<file path="config.mk">
export PLATFORM = sky130hd
export DESIGN_NAME = dma_xfer_engine
export DESIGN_NICKNAME = d
export VERILOG_FILES = /design/src/rtl/dma_xfer_pkg.sv /design/src/rtl/dma_cfg_decode.sv /design/src/rtl/dma_addr_gen.sv /design/src/rtl/dma_pacer.sv /design/src/rtl/dma_xfer_engine.sv
export SDC_FILE = /design/constraint.sdc
export NUM_CORES = 1
export LEC_CHECK = 0
export BUFFER_PORTS_ARGS = -buffer_cell sky130_fd_sc_hd__buf_2
export CAP_MARGIN = 20
export CORE_MARGIN = 2
export CORE_UTILIZATION = 32
export CTS_CLUSTER_SIZE = 25
export DETAILED_ROUTE_END_ITERATION = 6
export MAX_ROUTING_LAYER = met4
export SLEW_MARGIN = 10
export SYNTH_ARGS = -nofsm -noshare
export SYNTH_HDL_FRONTEND = slang
export SYNTH_SLANG_ARGS = --single-unit
</file>
<file path="constraint.sdc">
create_clock -name clk -period 3.9 [get_ports clk]
set_input_delay 0.78 -clock clk [delete_from_list [all_inputs] [get_ports clk]]
set_output_delay 0.78 -clock clk [all_outputs]
set_load 0.05 [all_outputs]
</file>
<file path="src/rtl/dma_xfer_pkg.sv">
package dma_xfer_pkg;

  typedef enum logic [2:0] {
    ST_IDLE,
    ST_WAIT,
    ST_GRANT,
    ST_RD,
    ST_WR
  } xfer_state_t;

  typedef struct packed {
    logic [1:0] width;
    logic       burst;
    logic [2:0] src_step;
    logic [2:0] dst_step;
    logic       src_fast;
    logic       dst_fast;
    logic [3:0] src_line;
    logic [3:0] dst_line;
  } xfer_cfg_t;

  localparam logic [1:0] WIDTH_RSVD = 2'b11;
  localparam logic [2:0] STEP_RSVD  = 3'b100;

endpackage

</file>
<file path="src/rtl/dma_cfg_decode.sv">
module dma_cfg_decode
  import dma_xfer_pkg::*;
(
  input  logic [31:0] ctrl,
  output xfer_cfg_t   cfg,
  output logic        bad
);

  logic unused_ctrl;

  always_comb begin
    cfg.width    = ctrl[21:20];
    cfg.burst    = ctrl[3];
    cfg.src_step = ctrl[10:8];
    cfg.dst_step = ctrl[14:12];
    cfg.src_fast = ctrl[6];
    cfg.dst_fast = ctrl[7];
    cfg.src_line = ctrl[27:24];
    cfg.dst_line = ctrl[19:16];
  end

  assign bad = (cfg.width == WIDTH_RSVD) ||
               (cfg.src_step == STEP_RSVD) ||
               (cfg.dst_step == STEP_RSVD);

  assign unused_ctrl = ^{ctrl[31:28], ctrl[23:22], ctrl[15], ctrl[11],
                         ctrl[5:4], ctrl[2:0]};

endmodule

</file>
<file path="src/rtl/dma_addr_gen.sv">
module dma_addr_gen #(
  parameter int AW = 32
) (
  input  logic          clk,
  input  logic          rst_n,
  input  logic          load,
  input  logic [AW-1:0] init,
  input  logic          adv,
  input  logic [2:0]    code,
  output logic [AW-1:0] addr
);

  logic [AW-1:0] mag;

  always_comb begin
    case (code[1:0])
      2'b01:   mag = AW'(1);
      2'b10:   mag = AW'(2);
      2'b11:   mag = AW'(4);
      default: mag = '0;
    endcase
  end

  always_ff @(posedge clk or negedge rst_n) begin
    if (!rst_n) begin
      addr <= '0;
    end else if (load) begin
      addr <= init;
    end else if (adv) begin
      addr <= code[2] ? addr - mag : addr + mag;
    end
  end

endmodule

</file>
<file path="src/rtl/dma_pacer.sv">
module dma_pacer #(
  parameter int NL = 15
) (
  input  logic [3:0]    src_line,
  input  logic [3:0]    dst_line,
  input  logic [NL-1:0] dreq,
  input  logic          grant_now,
  output logic          paced,
  output logic          req_hit,
  output logic [NL-1:0] gnt
);

  logic [3:0] line;

  assign line  = (src_line != 4'd0) ? src_line : dst_line;
  assign paced = (line != 4'd0);

  always_comb begin
    req_hit = 1'b0;
    for (int i = 0; i < NL; i++) begin
      if ((line == 4'(i + 1)) && dreq[i]) req_hit = 1'b1;
    end
  end

  for (genvar g = 0; g < NL; g++) begin : g_gnt
    assign gnt[g] = grant_now && (line == 4'(g + 1));
  end

endmodule

</file>
<file path="src/rtl/dma_xfer_engine.sv">
module dma_xfer_engine
  import dma_xfer_pkg::*;
#(
  parameter int AW          = 32,
  parameter int CW          = 24,
  parameter int NL          = 15,
  parameter int BURST_BEATS = 4
) (
  input  logic          clk,
  input  logic          rst_n,
  input  logic          en,
  input  logic [31:0]   ctrl,
  input  logic [AW-1:0] src_addr,
  input  logic [AW-1:0] dst_addr,
  input  logic [CW-1:0] cycles,
  output logic          busy,
  output logic          done,
  output logic          err,
  output logic [CW-1:0] cnt_left,
  input  logic [NL-1:0] dreq,
  output logic [NL-1:0] gnt,
  output logic          mem_valid,
  input  logic          mem_ready,
  output logic          mem_we,
  output logic          mem_ahb,
  output logic [1:0]    mem_size,
  output logic [AW-1:0] mem_addr,
  output logic [31:0]   mem_wdata,
  input  logic [31:0]   mem_rdata
);

  localparam int BTW = (BURST_BEATS > 1) ? $clog2(BURST_BEATS) : 1;
  localparam logic [BTW-1:0] BEAT_LAST = BTW'(BURST_BEATS - 1);

  xfer_state_t   state;
  xfer_cfg_t     cfg_in, cfg_q;
  logic          cfg_bad;
  logic          en_q;
  logic          start;
  logic          start_run;
  logic          paced_in;
  logic          paced;
  logic          req_hit;
  logic [BTW-1:0] beat;
  logic          beat_last;
  logic [CW-1:0] cnt;
  logic [31:0]   rbuf;
  logic [AW-1:0] src_cur, dst_cur;
  logic          rd_fire, wr_fire;

  dma_cfg_decode u_dec (
    .ctrl (ctrl),
    .cfg  (cfg_in),
    .bad  (cfg_bad)
  );

  assign start     = en && !en_q && (state == ST_IDLE);
  assign start_run = start && !cfg_bad && (cycles != '0);
  assign paced_in  = (cfg_in.src_line != 4'd0) || (cfg_in.dst_line != 4'd0);
  assign rd_fire   = (state == ST_RD) && mem_ready;
  assign wr_fire   = (state == ST_WR) && mem_ready;
  assign beat_last = cfg_q.burst ? (beat == BEAT_LAST) : 1'b1;

  dma_addr_gen #(.AW(AW)) u_src (
    .clk   (clk),
    .rst_n (rst_n),
    .load  (start_run),
    .init  (src_addr),
    .adv   (rd_fire),
    .code  (cfg_q.src_step),
    .addr  (src_cur)
  );

  dma_addr_gen #(.AW(AW)) u_dst (
    .clk   (clk),
    .rst_n (rst_n),
    .load  (start_run),
    .init  (dst_addr),
    .adv   (wr_fire),
    .code  (cfg_q.dst_step),
    .addr  (dst_cur)
  );

  dma_pacer #(.NL(NL)) u_pace (
    .src_line  (cfg_q.src_line),
    .dst_line  (cfg_q.dst_line),
    .dreq      (dreq),
    .grant_now (state == ST_GRANT),
    .paced     (paced),
    .req_hit   (req_hit),
    .gnt       (gnt)
  );

  always_ff @(posedge clk or negedge rst_n) begin
    if (!rst_n) begin
      state <= ST_IDLE;
      en_q  <= 1'b0;
      cfg_q <= '0;
      cnt   <= '0;
      beat  <= '0;
      rbuf  <= '0;
      done  <= 1'b0;
      err   <= 1'b0;
    end else begin
      en_q <= en;
      done <= 1'b0;
      err  <= 1'b0;
      case (state)
        ST_IDLE: begin
          if (start) begin
            if (cfg_bad) begin
              err <= 1'b1;
            end else if (cycles == '0) begin
              cnt  <= '0;
              done <= 1'b1;
            end else begin
              cfg_q <= cfg_in;
              cnt   <= cycles;
              beat  <= '0;
              state <= paced_in ? ST_WAIT : ST_RD;
            end
          end
        end
        ST_WAIT: begin
          if (!en)          state <= ST_IDLE;
          else if (req_hit) state <= ST_GRANT;
        end
        ST_GRANT: state <= ST_RD;
        ST_RD: begin
          if (mem_ready) begin
            rbuf  <= mem_rdata;
            state <= ST_WR;
          end
        end
        ST_WR: begin
          if (mem_ready) begin
            if (beat_last) begin
              cnt  <= cnt - CW'(1);
              beat <= '0;
              if (cnt == CW'(1)) begin
                done  <= 1'b1;
                state <= ST_IDLE;
              end else if (!en) begin
                state <= ST_IDLE;
              end else begin
                state <= paced ? ST_WAIT : ST_RD;
              end
            end else begin
              beat  <= beat + BTW'(1);
              state <= en ? ST_RD : ST_IDLE;
            end
          end
        end
        default: state <= ST_IDLE;
      endcase
    end
  end

  assign busy      = (state != ST_IDLE);
  assign cnt_left  = cnt;
  assign mem_valid = (state == ST_RD) || (state == ST_WR);
  assign mem_we    = (state == ST_WR);
  assign mem_ahb   = mem_we ? cfg_q.dst_fast : cfg_q.src_fast;
  assign mem_size  = 2'd2 - cfg_q.width;
  assign mem_addr  = mem_we ? dst_cur : src_cur;
  assign mem_wdata = rbuf;

endmodule

</file>
==> summary.txt, run 1 <==
Run status
  – Status: completed

Synthesis
  – Post-synthesis instance area: 10700 sq um
  – Synth area leaders: sky130_fd_sc_hd__dfrtp_1, sky130_fd_sc_hd__nand2_1, sky130_fd_sc_hd__ha_1, sky130_fd_sc_hd__a21oi_1, sky130_fd_sc_hd__nor2_1
  – Main combinational cell family by area after synthesis: compound AO/OA/AOI/OAI gates
  – Synth Register Bits: 147
  – Primary FF master, synth: sky130_fd_sc_hd__dfrtp_1
  – Area share of fa/ha/maj cells after synthesis: 0.0894
  – Async set-reset flop share out of synthesis: 1.00
  – Nets in the synthesized netlist: 1633
  – Cell taking the most area after synthesis: sky130_fd_sc_hd__dfrtp_1
  – Number of distinct standard cells referenced by the synthesized netlist: 77
  – Top-area cell type share of the netlist area: 0.345
  – Count of synthesis-stage warnings from yosys: 0
  – Mux share of post-synthesis cell area: 0.0107
  – Compound-gate portion of the synthesized area: 0.245
  – Proportion of synthesized chip area in sequential cells: 0.345
  – Fraction of synthesized cell area in xor and xnor cells: 0.0353
  – Count of flip-flops with a built-in enable after synthesis: 0
  – Cell count after synthesis: 1387
  – Simple-gate share of the synthesized area: 0.239
  – Post-synthesis area per instance: 7.69 sq um

Worst setup path
  – Element type at the critical path start: flip-flop
  – Worst-path maximum fanout: 8
  – Worst reg2reg setup slack: 240 ps
  – Data arrival time of the critical path: 4030 ps
  – Required time of the critical path: 4270 ps
  – Worst Setup Path Type: reg2reg
  – Kind of capture point of the worst setup path: flip-flop

Die
  – I/O pins: 282
  – Height of the die: 187 microns
  – DIE WIDTH: 187 microns
  – Number of placement rows: 66
  – Floorplan core area: 32700 sq um
  – Total Die Area: 34800 sq um
  – Initial standard-cell utilization of the core: 0.326

Route
  – Remaining number of nets flagged by the antenna check after routing: 0
  – 1st-iter DRT viols: 896
  – Total detailed-routing wirelength: 37.2 mm
  – Via count of the routed design: 11200
  – Per-cell routed wire length: 17.6 microns
  – Detailed Routing Iterations Pass 1: 7
  – # DRC: 0
  – Vias per cell: 5.30

STA
  – Final hold violation count: 0
  – Count of endpoints failing setup in the final report: 0
  – Sum of negative setup slack: 0 ps
  – Setup ws final: 243 ps
  – Setup clock skew after layout: 13.9 ps
  – Fmax: 0.273 GHz
  – Max-slew headroom at the worst pin: 0.391
  – Final worst-path cycle share: 0.938
  – Min cycle time layout: 3660 ps
  – Max Slew Vio Count: 0
  – Slew of the pin with the lowest slew margin: 910 ps
  – Setup repair after global routing missed its margin: false

Placement
  – Post-detailed-placement half-perimeter wirelength: 28.7 mm
  – Final estimated routing congestion in global placement: 0.901
  – Worst slack at placement: 166 ps
  – I/O Buffers: 268
  – Placed Instance Area: 12600 sq um

Clocking
  – Num Clock Sinks: 147
  – CTS Buffer Depth: 2
  – Cts hold-fix bufs: 0
  – TritonCTS clock tree: built
  – CTS root buffer: sky130_fd_sc_hd__clkbuf_16
  – H-tree Lvls: 4
  – Clock latency on the worst-skew pair: 450 ps
  – Number of buffers inserted during clock tree synthesis: 17
  – Clock transition time at the flip-flop clock pins of the worst setup and hold paths: 70 ps

Min path
  – Worst min-delay path category: in2async

Finish
  – Fraction of layout instances using a drive strength above 1: 0.220
  – Area of all placed cells without fillers: 13200 sq um
  – End-of-flow core utilization: 0.404
  – # nets final: 1894
  – Signed area change from the synthesized netlist to the final layout: 24.0%
  – Filler Cell Count: 3522

GRT
  – Maximum number of pins on one net before global-route repair: 85
  – Remaining global-route overflow: 0
  – Antenna violations before repair: 4
  – First-pass GRT wire length: 59.1 mm
  – Vias in the first global route: 10800
  – Total global-route track usage: 0.220

Flow run
  – Max_cap viols: 0
==> cell families after synthesis <==
group,after synthesis
buffers and inverters,96
AO/OA/AOI/OAI,416
flip-flops,147
AND/OR/NAND/NOR,599
adder cells (fa/ha/maj),75
multiplexers,11
XOR/XNOR,43
==> worst max-delay path, cell delays in order (launching register included) <==
cell and delay, ps:
sky130_fd_sc_hd__dfrtp_1 380, sky130_fd_sc_hd__inv_1 90, sky130_fd_sc_hd__ha_1 210, sky130_fd_sc_hd__nor2_2 220, sky130_fd_sc_hd__clkinvlp_4 200, sky130_fd_sc_hd__buf_4 200, sky130_fd_sc_hd__ha_1 390, sky130_fd_sc_hd__a21oi_2 220
sky130_fd_sc_hd__o211ai_1 140, sky130_fd_sc_hd__a21o_1 260, sky130_fd_sc_hd__nor4_4 260, sky130_fd_sc_hd__o21ai_1 170, sky130_fd_sc_hd__a211oi_2 270, sky130_fd_sc_hd__nor2_1 110, sky130_fd_sc_hd__or3_1 350, sky130_fd_sc_hd__a21oi_1 120
==> repair_timing <==
item,CTS,global route
gates resized for setup,0,2
buffers inserted,0,2
endpoints found under the setup margin,0,7
==> metal layers <==
metal | global-route usage | up-vias | part of all wire
met2 | 0.342 | 306 | 0.46
met3 | 0.0333 | 73 | 0.044
met1 | 0.279 | 5325 | 0.45
met5 | - | - | 0
met4 | 0.107 | 0 | 0.045
li1 | - | 5471 | -
==> stage by stage <==
stage	cells	hold WS [ps]
CTS	2101	425
floorplan	1387	415
global route	2107	465
finish	2107	410
global placement	2069	428
detailed placement	2069	435
==> cell usage in the layout, fill, tap and decap left out, types with 11 or more instances in the layout <==
cell type	synthesis	routed
sky130_fd_sc_hd__a21o_1	21	21
sky130_fd_sc_hd__a21oi_1	119	119
sky130_fd_sc_hd__a22oi_1	17	17
sky130_fd_sc_hd__a31oi_1	20	20
sky130_fd_sc_hd__buf_2	5	267
sky130_fd_sc_hd__buf_4	1	37
sky130_fd_sc_hd__clkbuf_16	0	17
sky130_fd_sc_hd__dfrtp_1	147	147
sky130_fd_sc_hd__ha_1	73	73
sky130_fd_sc_hd__inv_1	30	29
sky130_fd_sc_hd__nand2_1	339	338
sky130_fd_sc_hd__nand3_1	30	29
sky130_fd_sc_hd__nor2_1	131	129
sky130_fd_sc_hd__nor3_1	25	25
sky130_fd_sc_hd__nor4_1	12	12
sky130_fd_sc_hd__o211ai_1	11	11
sky130_fd_sc_hd__o21a_1	16	16
sky130_fd_sc_hd__o21ai_0	58	58
sky130_fd_sc_hd__o21ai_1	58	56
sky130_fd_sc_hd__o22ai_1	16	16
sky130_fd_sc_hd__or3_1	11	11
sky130_fd_sc_hd__xnor2_1	25	25
sky130_fd_sc_hd__xor2_1	18	18
==> sequential cells by signal (all words and copies together), names as in the netlist <==
signal	flops
beat	2
u_dst.addr	32
state	3
cnt_left	24
err	1
u_src.addr	32
mem_wdata	32
en_q	1
cfg_q	19
done	1
==> synthesized netlist by cell type (all sizes together), types with 5 or more instances <==
cell    count
nand2     339
dfrtp     147
nor2      131
a21oi     122
o21ai     116
ha         73
clkbuf     57
inv        31
nand3      30
nor3       26
xnor2      25
a21o       21
a31oi      21
xor2       18
a22oi      17
o21a       16
o22ai      16
nor4       13
a211oi     11
o211ai     11
or3        11
nand4      10
o21bai     10
a221o       8
buf         8
mux2i       8
nand2b      8
a221oi      5
and2        5
and3        5
nand4b      5
o31a        5
or2         5
==> layout make-up <==
class                      count  area, sq um  area share
multi-input combinational   1144         6640       0.502
sequential                   147         3680       0.278
timing repair buffer         307         1670       0.126
tap                          442          553      0.0418
clock buffer                  19          443      0.0335
inverter                      31          120     0.00909
clock inverter                13          114     0.00861
antenna                        4         10.0    0.000757
==> final timing paths <==
| check | startpoint | endpoint | depth (start not counted) |
|---|---|---|---|
| max | cfg_q[10] | u_dst.addr[27] | 15 |
| min | rst_n | cnt_left[8] | 1 |
| max reg2reg | cfg_q[10] | u_dst.addr[27] | 15 |
| min reg2reg | en_q | err | 1 |
| max in group asynchronous | rst_n | done | 2 |
| min in group clk | en_q | err | 1 |
Power of run 1 is not shown: default switching activity piles up to over one toggle a cycle in this logic, so the estimate is an artifact.
==> inputs of run 2 (changes only) <==
- ABC_AREA: not set -> 1
==> summary.txt, run 2 <==
Run status
  – Status: completed

Synthesis
  – Proportion of synthesized chip area in sequential cells: 0.299 (-0.0456)
  – Post-synthesis area per instance: 6.49 sq um (-16%)
  – Top-area cell type share of the netlist area: 0.299 (-0.0456)
  – Number of distinct standard cells referenced by the synthesized netlist: 55 (-29%)
  – Primary FF master, synth: sky130_fd_sc_hd__dfrtp_1
  – Most frequent cells after synthesis: sky130_fd_sc_hd__nand2_1, sky130_fd_sc_hd__nor2_1, sky130_fd_sc_hd__inv_1
  – Async set-reset flop share out of synthesis: 1.00 (unchanged)
  – Count of flip-flops with a built-in enable after synthesis: 0 (unchanged)
  – Synth Register Bits: 147 (unchanged)
  – Synth area leaders: sky130_fd_sc_hd__dfrtp_1, sky130_fd_sc_hd__nand2_1, sky130_fd_sc_hd__ha_1, sky130_fd_sc_hd__nor2_1, sky130_fd_sc_hd__inv_1
  – Most common cell in the synthesized netlist: sky130_fd_sc_hd__nand2_1
  – Post-synthesis instance area: 12300 sq um (+15%)
  – Cell taking the most area after synthesis: sky130_fd_sc_hd__dfrtp_1
  – Cell count after synthesis: 1893 (+36%)
  – Count of synthesis-stage warnings from yosys: 0 (unchanged)
  – Nets in the synthesized netlist: 2139 (+31%)

Clocking
  – CTS root buffer: sky130_fd_sc_hd__clkbuf_16
  – Number of gates resized after cts: 0 (unchanged)
  – H-tree Lvls: 4 (unchanged)
  – Number of setup buffers added after CTS: 0 (unchanged)
  – TritonCTS clock tree: built
  – Number of buffers inserted during clock tree synthesis: 17 (unchanged)
  – CTS Buffer Depth: 2 (unchanged)
  – Clock transition time at the flip-flop clock pins of the worst setup and hold paths: 70 ps (about the same)
  – Num Clock Sinks: 147 (unchanged)
  – Cts hold-fix bufs: 0 (unchanged)
  – Clock latency on the worst-skew pair: 450 ps (about the same)

STA
  – Final worst-path cycle share: 0.882 (-0.0555)
  – Fmax: 0.291 GHz (+6.3%)
  – Max Slew Vio Count: 0 (unchanged)
  – Count of endpoints failing setup in the final report: 0 (unchanged)
  – Setup repair after global routing missed its margin: false
  – Min cycle time layout: 3440 ps (-216 ps)
  – Max-slew headroom at the worst pin: 0.436 (+0.0453)
  – Final hold violation count: 0 (unchanged)
  – Setup clock skew after layout: 18.1 ps (+4.20 ps)
  – Sum of negative setup slack: 0 ps (unchanged)
  – Slew of the pin with the lowest slew margin: 846 ps (-63.7 ps)

Route
  – Per-cell routed wire length: 16.5 microns (-6.4%)
  – Via count of the routed design: 13300 (+19%)
  – Remaining number of nets flagged by the antenna check after routing: 0 (unchanged)
  – # DRC: 0 (unchanged)
  – Detailed Routing Iterations Pass 1: 5 (-2)
  – 1st-iter DRT viols: 986 (+10%)
  – Vias per cell: 4.94 (-6.8%)
  – Total detailed-routing wirelength: 44.2 mm (+19%)

Finish
  – Signed area change from the synthesized netlist to the final layout: 21.0%
  – FF/Latch Area: 3680 sq um (unchanged)
  – Fraction of layout instances using a drive strength above 1: 0.181 (-0.0391)
  – Area of all placed cells without fillers: 14900 sq um (+12%)
  – Filler Cell Count: 4117 (+17%)
  – # nets final: 2403 (+27%)
  – Most common cell after layout, fill and taps aside: sky130_fd_sc_hd__nand2_1
  – Combined area of the multi-input logic cells: 7550 sq um (+14%)
  – Antenna Diode Count: 0 (-4)
  – Highest-count cells in the layout ignoring fill and taps: sky130_fd_sc_hd__nand2_1, sky130_fd_sc_hd__buf_2, sky130_fd_sc_hd__nor2_1

Placement
  – Placed Instance Area: 14300 sq um (+13%)
  – I/O Buffers: 268 (unchanged)
  – Post-detailed-placement half-perimeter wirelength: 34.9 mm (+22%)
  – Final estimated routing congestion in global placement: 0.938 (+4.2%)

Die
  – I/O pins: 282 (unchanged)
  – Floorplan core area: 37800 sq um (+15%)
  – Total Die Area: 40000 sq um (+15%)
  – Number of placement rows: 71 (+7.6%)
  – Height of the die: 200 microns (+7.2%)
  – Initial standard-cell utilization of the core: 0.325 (-0.000596)
  – DIE WIDTH: 200 microns (+7.2%)

GRT
  – Maximum number of pins on one net before global-route repair: 84 (-1.2%)
  – First-pass GRT wire length: 68.4 mm (+16%)
  – Remaining global-route overflow: 0 (unchanged)
  – Vias in the first global route: 12400 (+14%)
  – Antenna violations before repair: 0 (-4)
  – Total global-route track usage: 0.229 (+0.00915)

Worst setup path
  – Data arrival time of the critical path: 3780 ps (-250 ps)
  – Kind of capture point of the worst setup path: flip-flop
  – Critical path origin: cfg_q[13]
  – Reg-to-Reg Start: cfg_q[13]
  – Worst-path maximum fanout: 22 (+14)
  – Capturing point of the worst reg2reg path: u_src.addr[28]
  – R2r worst-path depth: 15 (unchanged)
  – Worst reg2reg setup slack: 460 ps (+220 ps)
  – Worst Setup Path Type: reg2reg
  – Element type at the critical path start: flip-flop
  – Required time of the critical path: 4240 ps (-30 ps)

Min path
  – Worst min-delay path category: in2async

Flow run
  – Max_cap viols: 0 (unchanged)
==> run 2: stage by stage <==
stage	util	worst slack [ps]	instances	hold WS, ps
floorplan	-	615	1893	449
detailed placement	0.378	586	2649	454
global route	0.394	188	2681	413
CTS	0.394	564	2681	402
finish	0.394	459	2681	356
global placement	0.378	604	2649	449
==> run 2: cell type report <==
cell class,instances,share of cell area
multi-input combinational,1479,0.508
clock inverter,14,0.00951
sequential,147,0.247
timing repair buffer,298,0.108
clock buffer,18,0.0295
inverter,214,0.0544
tap,511,0.0430
==> run 2: cells by family after synthesis <==
| group | count (synthesis) | synth area share |
|---|---|---|
| xor+xnor | 32 | 0.0228 |
| flops | 147 | 0.299 |
| buf+inv | 267 | 0.0874 |
| fa+ha+maj | 75 | 0.0776 |
| compound gates | 307 | 0.141 |
| simple gates | 1063 | 0.370 |
| mux | 2 | 0.00163 |
==> run 2: how the worst max path moves through the flow <==
stage                                 to  slack [ps]  depth (start not counted)
after global routing      u_src.addr[28]         190                         15
after detailed placement  u_src.addr[28]         590                         15
after global placement    u_dst.addr[30]         600                         15
final                     u_src.addr[28]         460                         15
after floorplan                   gnt[2]         620                          4
after CTS                 u_src.addr[28]         560                         15
==> run 2: metal layers <==
metal / global-route usage / vias to the layer above / routed length (microns)
met1: 0.322 / 6105 / 21600
met5: - / - / 0
met2: 0.344 / 426 / 19200
met4: 0.0532 / 0 / 705
li1: - / 6684 / -
met3: 0.0365 / 41 / 2740
==> run 2: critical path, cell delays in order, from the launching register on <==
cell and delay, ps:
sky130_fd_sc_hd__dfrtp_1 390, sky130_fd_sc_hd__inv_1 90, sky130_fd_sc_hd__ha_1 200, sky130_fd_sc_hd__nor2_1 360
sky130_fd_sc_hd__inv_1 280, sky130_fd_sc_hd__buf_12 230, sky130_fd_sc_hd__ha_1 340, sky130_fd_sc_hd__a21oi_1 210
sky130_fd_sc_hd__a21boi_0 420, sky130_fd_sc_hd__nand3_1 230, sky130_fd_sc_hd__nand3_1 220, sky130_fd_sc_hd__nand2_1 80
sky130_fd_sc_hd__nand2_1 60, sky130_fd_sc_hd__nand3_1 70, sky130_fd_sc_hd__nand2_1 90, sky130_fd_sc_hd__nand2_1 40
Power of run 2 is left out for the same reason.
==> inputs of run 3 (changes only) <==
- CORE_ASPECT_RATIO: not set -> 0.9
==> summary.txt, run 3 (synthesis results as in run 2) <==
Run status
  – Status: completed

Clocking
  – Num Clock Sinks: 147 (unchanged)
  – Number of setup buffers added after CTS: 0 (unchanged)
  – Number of buffers inserted during clock tree synthesis: 17 (unchanged)
  – Clock transition time at the flip-flop clock pins of the worst setup and hold paths: 70 ps (about the same)
  – Clock latency on the worst-skew pair: 460 ps (about the same)
  – H-tree Lvls: 4 (unchanged)
  – Cts hold-fix bufs: 0 (unchanged)
  – Number of gates resized after cts: 0 (unchanged)
  – TritonCTS clock tree: built
  – CTS root buffer: sky130_fd_sc_hd__clkbuf_16
  – CTS Buffer Depth: 2 (unchanged)

STA
  – Max-slew headroom at the worst pin: 0.315 (-0.121)
  – Min cycle time layout: 3100 ps (-336 ps)
  – Fmax: 0.322 GHz (+11%)
  – Sum of negative setup slack: 0 ps (unchanged)
  – Max Slew Vio Count: 0 (unchanged)
  – Slew of the pin with the lowest slew margin: 1030 ps (+181 ps)
  – Setup clock skew after layout: 19.2 ps (+1.16 ps)
  – Count of endpoints failing setup in the final report: 0 (unchanged)
  – Setup repair after global routing missed its margin: false
  – Final worst-path cycle share: 0.796 (-0.0863)
  – Final hold violation count: 0 (unchanged)
  – Setup ws final: 796 ps (+336 ps)

Route
  – 1st-iter DRT viols: 1053 (+6.8%)
  – Remaining number of nets flagged by the antenna check after routing: 0 (unchanged)
  – Via count of the routed design: 13300 (+0.47%)
  – Total detailed-routing wirelength: 44.8 mm (+1.4%)
  – Per-cell routed wire length: 16.9 microns (+2.4%)
  – Detailed Routing Iterations Pass 1: 7 (+2)
  – Vias per cell: 5.02 (+1.5%)
  – # DRC: 0 (unchanged)

Worst setup path
  – Kind of capture point of the worst setup path: primary output
  – Element type at the critical path start: flip-flop
  – Required time of the critical path: 3120 ps (-1120 ps)
  – Data arrival time of the critical path: 2320 ps (-1460 ps)
  – Worst reg2reg setup slack: 910 ps (+450 ps)
  – Worst-path maximum fanout: 37 (+68%)
  – Worst Setup Path Type: reg2out

GRT
  – Vias in the first global route: 12600 (+1.9%)
  – Maximum number of pins on one net before global-route repair: 81 (-3.6%)
  – Total global-route track usage: 0.229 (+0.000387)
  – Antenna violations before repair: 4 (+4)
  – First-pass GRT wire length: 69.2 mm (+1.1%)
  – Remaining global-route overflow: 0 (unchanged)

Finish
  – Combined area of the multi-input logic cells: 7550 sq um (unchanged)
  – Filler Cell Count: 4071 (-1.1%)
  – FF/Latch Area: 3680 sq um (unchanged)
  – Most common cell after layout, fill and taps aside: sky130_fd_sc_hd__nand2_1
  – Fraction of layout instances using a drive strength above 1: 0.178 (-0.00303)
  – Highest-count cells in the layout ignoring fill and taps: sky130_fd_sc_hd__nand2_1, sky130_fd_sc_hd__buf_2, sky130_fd_sc_hd__nor2_1
  – # nets final: 2395 (-0.33%)
  – Signed area change from the synthesized netlist to the final layout: 20.4%

Placement
  – Final estimated routing congestion in global placement: 0.970 (+3.4%)
  – Worst slack at placement: 897 ps (+311 ps)
  – Post-detailed-placement half-perimeter wirelength: 35.4 mm (+1.3%)
  – I/O Buffers: 268 (unchanged)

Die
  – Total Die Area: 40000 sq um (about the same)
  – Number of placement rows: 68 (-4.2%)
  – Height of the die: 190 microns (-5.0%)
  – Floorplan core area: 38100 sq um (+0.96%)
  – Initial standard-cell utilization of the core: 0.322 (-0.00309)
  – I/O pins: 282 (unchanged)
  – DIE WIDTH: 211 microns (+5.3%)

Min path
  – Worst min-delay path category: in2async

Flow run
  – Max_cap viols: 0 (unchanged)
[run 3: changes by cell type in the layout (fill, tap and decap cells not counted)]
cell	delta
sky130_fd_sc_hd__buf_4	-7
sky130_fd_sc_hd__clkinv_4	+3
sky130_fd_sc_hd__buf_12	-2
sky130_fd_sc_hd__bufinv_16	+2
sky130_fd_sc_hd__clkinv_2	-2
sky130_fd_sc_hd__diode_2	+2
sky130_fd_sc_hd__inv_6	-2
sky130_fd_sc_hd__buf_2	+1
sky130_fd_sc_hd__clkbuf_8	-1
sky130_fd_sc_hd__clkinvlp_4	+1
sky130_fd_sc_hd__inv_8	-1
[run 3: cell type report]
| class | instances | share of cell area |
|---|---|---|
| timing repair buffer | 290 | 0.103 |
| clock buffer | 17 | 0.0287 |
| tap | 490 | 0.0414 |
| sequential | 147 | 0.249 |
| antenna | 2 | 0.000338 |
| multi-input combinational | 1479 | 0.510 |
| clock inverter | 15 | 0.0133 |
| inverter | 214 | 0.0546 |
[run 3: layer usage]
metal | share of wire | global-route usage | vias to the layer above
li1 | - | - | 6668
met1 | 0.48 | 0.313 | 6177
met2 | 0.45 | 0.355 | 426
met3 | 0.056 | 0.0358 | 47
met4 | 0.017 | 0.0582 | 0
met5 | 0 | - | -
[run 3: per-stage QoR]
stage	hold WS [ps]	cell area, sq um	std cells	utilization
4_1_cts	421	14800	2652	0.388
6_report	381	14800	2654	0.388
3_3_place_gp	451	14200	2620	0.372
3_5_place_dp	453	14200	2620	0.372
2_1_floorplan	449	12300	1893	-
5_1_grt	418	14800	2654	0.388
[run 3: final timing paths]
| kind | startpoint | endpoint | depth (start not counted) |
|---|---|---|---|
| setup / recovery | state[0] | mem_addr[16] | 7 |
| hold / removal | rst_n | mem_wdata[15] | 1 |
| setup reg to reg | cfg_q[11] | u_dst.addr[24] | 17 |
| hold reg to reg | mem_wdata[20] | mem_wdata[20] | 2 |
| max in group asynchronous | rst_n | state[1] | 2 |
| min in group clk | mem_wdata[20] | mem_wdata[20] | 2 |
[run 3: worst max-delay path: stages (launching register included)]
cell                      delay [ps]
sky130_fd_sc_hd__dfrtp_1         380
sky130_fd_sc_hd__inv_2            70
sky130_fd_sc_hd__nand2_2         120
sky130_fd_sc_hd__nor2_4           50
sky130_fd_sc_hd__inv_2           540
sky130_fd_sc_hd__nand2_1         260
sky130_fd_sc_hd__o21ai_0         150
sky130_fd_sc_hd__buf_2           290
Power of run 3 is left out for the same reason.
